===== config.mk =====
export PLATFORM = sky130hd
export DESIGN_NAME = fv_gate_eval
export DESIGN_NICKNAME = d
export VERILOG_FILES = /design/src/rtl/fv_pkg.sv /design/src/rtl/fv_comp_eval.sv /design/src/rtl/fv_frontier.sv /design/src/rtl/fv_gate_eval.sv
export SDC_FILE = /design/constraint.sdc
export NUM_CORES = 1
export LEC_CHECK = 0
export BUFFER_PORTS_ARGS = -buffer_cell sky130_fd_sc_hd__buf_2
export CAP_MARGIN = 40
export CORE_MARGIN = 1
export CORE_UTILIZATION = 34
export DETAILED_ROUTE_END_ITERATION = 7
export GPL_TIMING_DRIVEN = 0
export PLACE_DENSITY_LB_ADDON = 0.1
export SYNTH_ARGS = -nofsm -noshare
export SYNTH_HDL_FRONTEND = slang
export SYNTH_SLANG_ARGS = --single-unit

===== constraint.sdc =====
create_clock -name vclk -period 4.22
set_clock_uncertainty 0.2 [all_clocks]
set_input_delay 0.844 -clock vclk [all_inputs]
set_output_delay 0.844 -clock vclk [all_outputs]
set_load 0.02 [all_outputs]

===== src/rtl/fv_pkg.sv =====
package fv_pkg;
    localparam int CODE_W = 3;
    localparam int COMP_W = 2;

    // Five-valued symbol codes
    localparam logic [2:0] SYM_ZERO = 3'd0;
    localparam logic [2:0] SYM_ONE  = 3'd1;
    localparam logic [2:0] SYM_DG   = 3'd2;
    localparam logic [2:0] SYM_DB   = 3'd3;
    localparam logic [2:0] SYM_X    = 3'd4;

    // Gate selectors
    localparam logic [2:0] GT_AND  = 3'd0;
    localparam logic [2:0] GT_OR   = 3'd1;
    localparam logic [2:0] GT_NAND = 3'd2;
    localparam logic [2:0] GT_NOR  = 3'd3;
    localparam logic [2:0] GT_NOT  = 3'd4;
    localparam logic [2:0] GT_BUF  = 3'd5;
    localparam logic [2:0] GT_XOR  = 3'd6;

    // Three-valued component: bit 1 set means unknown
    localparam logic [1:0] C0 = 2'b00;
    localparam logic [1:0] C1 = 2'b01;
    localparam logic [1:0] CX = 2'b10;

    function automatic logic [1:0] fv_good(input logic [2:0] s);
        case (s)
            SYM_ZERO: return C0;
            SYM_ONE:  return C1;
            SYM_DG:   return C1;
            SYM_DB:   return C0;
            default:  return CX;
        endcase
    endfunction

    function automatic logic [1:0] fv_faulty(input logic [2:0] s);
        case (s)
            SYM_ZERO: return C0;
            SYM_ONE:  return C1;
            SYM_DG:   return C0;
            SYM_DB:   return C1;
            default:  return CX;
        endcase
    endfunction

    function automatic logic [2:0] fv_join(input logic [1:0] g, input logic [1:0] f);
        if (g[1] || f[1]) return SYM_X;
        case ({g[0], f[0]})
            2'b00:   return SYM_ZERO;
            2'b11:   return SYM_ONE;
            2'b10:   return SYM_DG;
            default: return SYM_DB;
        endcase
    endfunction

    function automatic logic fv_known(input logic [2:0] s);
        return s <= SYM_DB;
    endfunction
endpackage


===== src/rtl/fv_comp_eval.sv =====
module fv_comp_eval
    import fv_pkg::*;
#(
    parameter int N_IN = 4
) (
    input  logic [2:0]             gate_sel,
    input  logic [N_IN-1:0]        used,
    input  logic [N_IN*COMP_W-1:0] comps,
    output logic [1:0]             res
);
    localparam int CW = COMP_W;

    logic       has0, has1, hasx, par;
    logic [1:0] neutral, v_and, v_or, v_xor;

    function automatic logic [1:0] inv3(input logic [1:0] c);
        return c[1] ? CX : {1'b0, ~c[0]};
    endfunction

    always_comb begin
        neutral = (gate_sel == GT_AND || gate_sel == GT_NAND) ? C1 : C0;
        has0 = 1'b0;
        has1 = 1'b0;
        hasx = 1'b0;
        par  = 1'b0;
        for (int i = 0; i < N_IN; i++) begin
            logic [1:0] c;
            c = used[i] ? comps[CW*i +: CW] : neutral;
            if (c[1])      hasx = 1'b1;
            else if (c[0]) begin has1 = 1'b1; par = ~par; end
            else           has0 = 1'b1;
        end
        v_and = has0 ? C0 : (hasx ? CX : C1);
        v_or  = has1 ? C1 : (hasx ? CX : C0);
        v_xor = hasx ? CX : {1'b0, par};
        case (gate_sel)
            GT_AND:  res = v_and;
            GT_NAND: res = inv3(v_and);
            GT_OR:   res = v_or;
            GT_NOR:  res = inv3(v_or);
            GT_BUF:  res = v_or;
            GT_NOT:  res = inv3(v_or);
            GT_XOR:  res = v_xor;
            default: res = CX;
        endcase
    end

    // Controlling values dominate unknowns within a component
    always_comb begin
        for (int i = 0; i < N_IN; i++) begin
            if (gate_sel == GT_AND && used[i] && comps[CW*i +: CW] == C0) begin
                p_and_ctrl_r2: assert (res == C0)
                    else $error("AND with a 0 input did not give 0");
            end
            if (gate_sel == GT_OR && used[i] && comps[CW*i +: CW] == C1) begin
                p_or_ctrl_r3: assert (res == C1)
                    else $error("OR with a 1 input did not give 1");
            end
        end
    end
endmodule


===== src/rtl/fv_frontier.sv =====
module fv_frontier
    import fv_pkg::*;
#(
    parameter int N_IN = 4
) (
    input  logic [N_IN*CODE_W-1:0] ins,
    input  logic [N_IN-1:0]        used,
    input  logic [2:0]             assigned,
    input  logic [2:0]             evaluated,
    output logic                   on_d,
    output logic                   on_j,
    output logic                   conflict
);
    logic has_fe, asg_known, ev_known;

    always_comb begin
        has_fe = 1'b0;
        for (int i = 0; i < N_IN; i++) begin
            if (used[i] && (ins[CODE_W*i +: CODE_W] == SYM_DG ||
                            ins[CODE_W*i +: CODE_W] == SYM_DB))
                has_fe = 1'b1;
        end
        asg_known = fv_known(assigned);
        ev_known  = fv_known(evaluated);
        on_d      = !asg_known && !ev_known && has_fe;
        on_j      = asg_known && !ev_known;
        conflict  = asg_known && ev_known && (assigned != evaluated);
    end

    always_comb begin
        p_excl_frontiers_r9: assert (!(on_d && on_j))
            else $error("gate on both frontiers");
        p_conflict_not_j_r10: assert (!(conflict && on_j))
            else $error("conflict flagged as J-frontier");
    end
endmodule


===== src/rtl/fv_gate_eval.sv =====
module fv_gate_eval
    import fv_pkg::*;
#(
    parameter int N_IN = 4
) (
    input  logic [2:0]             gate_sel,
    input  logic [N_IN*CODE_W-1:0] in_codes,
    input  logic [N_IN-1:0]        in_used,
    input  logic [2:0]             out_assigned,
    output logic [2:0]             out_code,
    output logic                   d_frontier,
    output logic                   j_frontier,
    output logic                   out_conflict
);
    localparam int PW = N_IN * COMP_W;

    logic [N_IN-1:0]  eff_used;
    logic [1:0][PW-1:0] pair_c;
    logic [1:0][1:0]    res_c;

    // Single-input gates look at slot 0 only
    assign eff_used = (gate_sel == GT_NOT || gate_sel == GT_BUF)
                      ? N_IN'(1) : in_used;

    for (genvar i = 0; i < N_IN; i++) begin : g_split
        assign pair_c[0][COMP_W*i +: COMP_W] = fv_good(in_codes[CODE_W*i +: CODE_W]);
        assign pair_c[1][COMP_W*i +: COMP_W] = fv_faulty(in_codes[CODE_W*i +: CODE_W]);
    end

    for (genvar k = 0; k < 2; k++) begin : g_machine
        fv_comp_eval #(.N_IN(N_IN)) u_comp (
            .gate_sel (gate_sel),
            .used     (eff_used),
            .comps    (pair_c[k]),
            .res      (res_c[k])
        );
    end

    assign out_code = fv_join(res_c[0], res_c[1]);

    fv_frontier #(.N_IN(N_IN)) u_front (
        .ins       (in_codes),
        .used      (eff_used),
        .assigned  (out_assigned),
        .evaluated (out_code),
        .on_d      (d_frontier),
        .on_j      (j_frontier),
        .conflict  (out_conflict)
    );

    always_comb begin
        p_code_range_r1: assert (out_code <= SYM_X)
            else $error("output code out of range");
        if (gate_sel == GT_NOT && in_codes[2:0] == SYM_DG) begin
            p_not_swaps_r4: assert (out_code == SYM_DB)
                else $error("NOT of D did not give D'");
        end
    end
endmodule


==> results by group <==
Status
  – Status: finished with violations
  – Failing checks: setup timing

Die
  – Number of core rows: 18
  – I/O pins: 28
  – Die extent in y: ~54 um
  – Die area: about 2900 um2
  – Die X: 53.7 um
  – Core footprint: 2500 um2
  – Starting Density: 36.3%

Drt
  – # DRC: 0
  – Final wirelength: about 2800 um
  – Via density: just under 6
  – Post-route ant nets: 0
  – DR vias: 1,103
  – Initial DRC count: 23
  – First-pass detailed-route iteration total: 4
  – Per-cell routed wire length: 14.5 um

Cells and area
  – Ant diodes: 0
  – FF+latch area: 0 um2
  – Multi-input combinational cell area: 957 um2
  – Clkbuf count: 0
  – Syn-to-layout area delta: 46.3%
  – Most frequent cells in the layout: 24 x buf_2, 14 x buf_4, 8 x nor2_1
  – Layout cells sized above 1: between 40 and 50%
  – FFs & Latches: 0
  – Final Core Density: 53.2%
  – Commonest non-fill, non-tap cell in the layout: buf_2
  – Post-route insts no fill: 191
  – Fill cells: 251
  – Final #Nets: ~190

Placed design
  – Port Buffer Count: 28
  – Pre-CTS setup slack: -0.238 ns
  – HPWL after DPL: 2180 um
  – # placed instances: approximately 180
  – Routability Congestion: 0.835

Global route
  – Pin count of the biggest net entering global routing: 11
  – Antenna violations before repair: 0
  – Gr ovfl total: 0
  – Global-route wire length before repair: 4460 um
  – Vias in the first global route: between 900 and 1,000
  – Total Routing Usage GR: 20.2%

STA
  – Fmax: 0.236 GHz
  – Period Utilization, post-route: 101%
  – Worst-margin pin slew: 0.371 ns
  – Max-slew violations: 0
  – Final setup fails: 1
  – RSZ-0062 raised after global routing: true
  – Tmin final: about 4.2 ns
  – Setup WS post-layout: -0.0253 ns
  – Fin. Hold Viols: 0
  – Slew HR: 75.0%
  – Hold Slack: 1.80 ns

Synth
  – Post-synthesis cell count: 120
  – Post-synthesis simple-gate area fraction: 39.0%
  – Largest family of logic cells by synthesized area: compound AO/OA/AOI/OAI gates
  – Post-synthesis adder-cell area fraction: 2.75%
  – Mapped cell area: between 900 and 1000 um2
  – Syn nets: 144
  – Post-Synth XOR/XNOR Area: 8.68%
  – Syn avg cell area: 7.57 um2
  – Mux cell area share after synthesis: 2.20%
  – Area fraction in compound gates after synthesis: 40.6%
  – Netlist cell types: 52
  – Sequential area share after synthesis: 0%
  – Syn. warnings: 0

Critical path
  – Worst setup EP type: primary output
  – Arr. time, crit path: 3.20 ns
  – CP max FO: 5
  – WP data required: 3.18 ns
  – Critical path launch point type: input port
  – Crit path kind: in -> out

Power and ir drop
  – Maximum VDD drop: 0.0000735 V
  – Pwr/cell area: 149 nW/um2
  – Static leakage: 0.000568 uW

Hold path
  – Worst Hold Class: in -> out
  – Worst hold stages: 3

Job
  – Total of max-cap violations: 0
through the flow:
step                      cell area, um2  setup TNS [ns]  total power, uW
final                               1330         -0.0253              197
after global routing                1330          -0.192              214
after CTS                           1200         -0.0194              176
after detailed placement            1090          -0.239              160
after global placement              1090          -0.227              159
after floorplan                      908               0              114
Yosys cell counts (3+ instances only):
cell type,instances,share of area (%)
nor2b_1,5,3.4
nor2_1,11,4.5
a2bb2oi_1,4,3.9
a31oi_1,4,2.8
nand2_1,5,2.1
nand3_1,4,2.2
nand2b_1,4,2.8
inv_1,5,2.1
o211ai_1,5,4.1
xnor2_1,3,2.9
xor2_1,6,5.8
nand4_1,3,2.1
a21oi_1,4,2.2
nor3_1,3,1.7
o21ai_0,5,2.8
or2_2,3,2.1
cell families after synthesis:
group | Yosys count
AO/OA/AOI/OAI | 43
XOR/XNOR | 9
adder cells (fa/ha/maj) | 2
buffers and inverters | 10
multiplexers | 2
AND/OR/NAND/NOR | 54
final timing paths:
| check | from | end |
|---|---|---|
| max | gate_sel[1] | out_conflict |
| min | out_assigned[2] | j_frontier |
report_power, final:
| part | switching (uW) | leakage (uW) | internal, uW |
|---|---|---|---|
| registers | 0 | 0 | 0 |
| logic | 103 | 0.000568 | 94.2 |
| clock network | 0 | 0 | 0 |
metal layers:
layer	GRT usage, %	vias up	routed length, um
met1	25.9	509	1230
li1	-	557	-
met2	37.7	33	1420
met4	2.63	0	29
met5	0	-	0
met3	0.847	4	102
cell type report:
class | instances | share of cell area, %
Tap cell | 30 | 2.82
Multi-Input combinational cell | 110 | 72.0
Timing Repair Buffer | 41 | 19.7
Inverter | 5 | 1.41
Buffer | 5 | 4.05
worst max-delay path, cell delays in order:
cell       delay (ns)
clkbuf_4         0.14
nand2b_4         0.12
buf_6            0.09
nand2_2          0.07
nor2_4           0.16
a21oi_2          0.08
ha_1             0.31
a2bb2oi_2        0.17
xnor2_1          0.21
o21ai_1          0.11
o211ai_1         0.33
nand2b_4         0.09
a2111oi_4        0.29
buf_4            0.19
what timing repair did:
item / 4_1_cts / 5_1_grt
setup buffers: 6 / 7
pin swaps: 8 / 13
resized for setup: 16 / 21
setup endpoints to repair: 2 / 4
hold buffers: 0 / 0
Note: power is estimated with default switching activity, not from simulation.
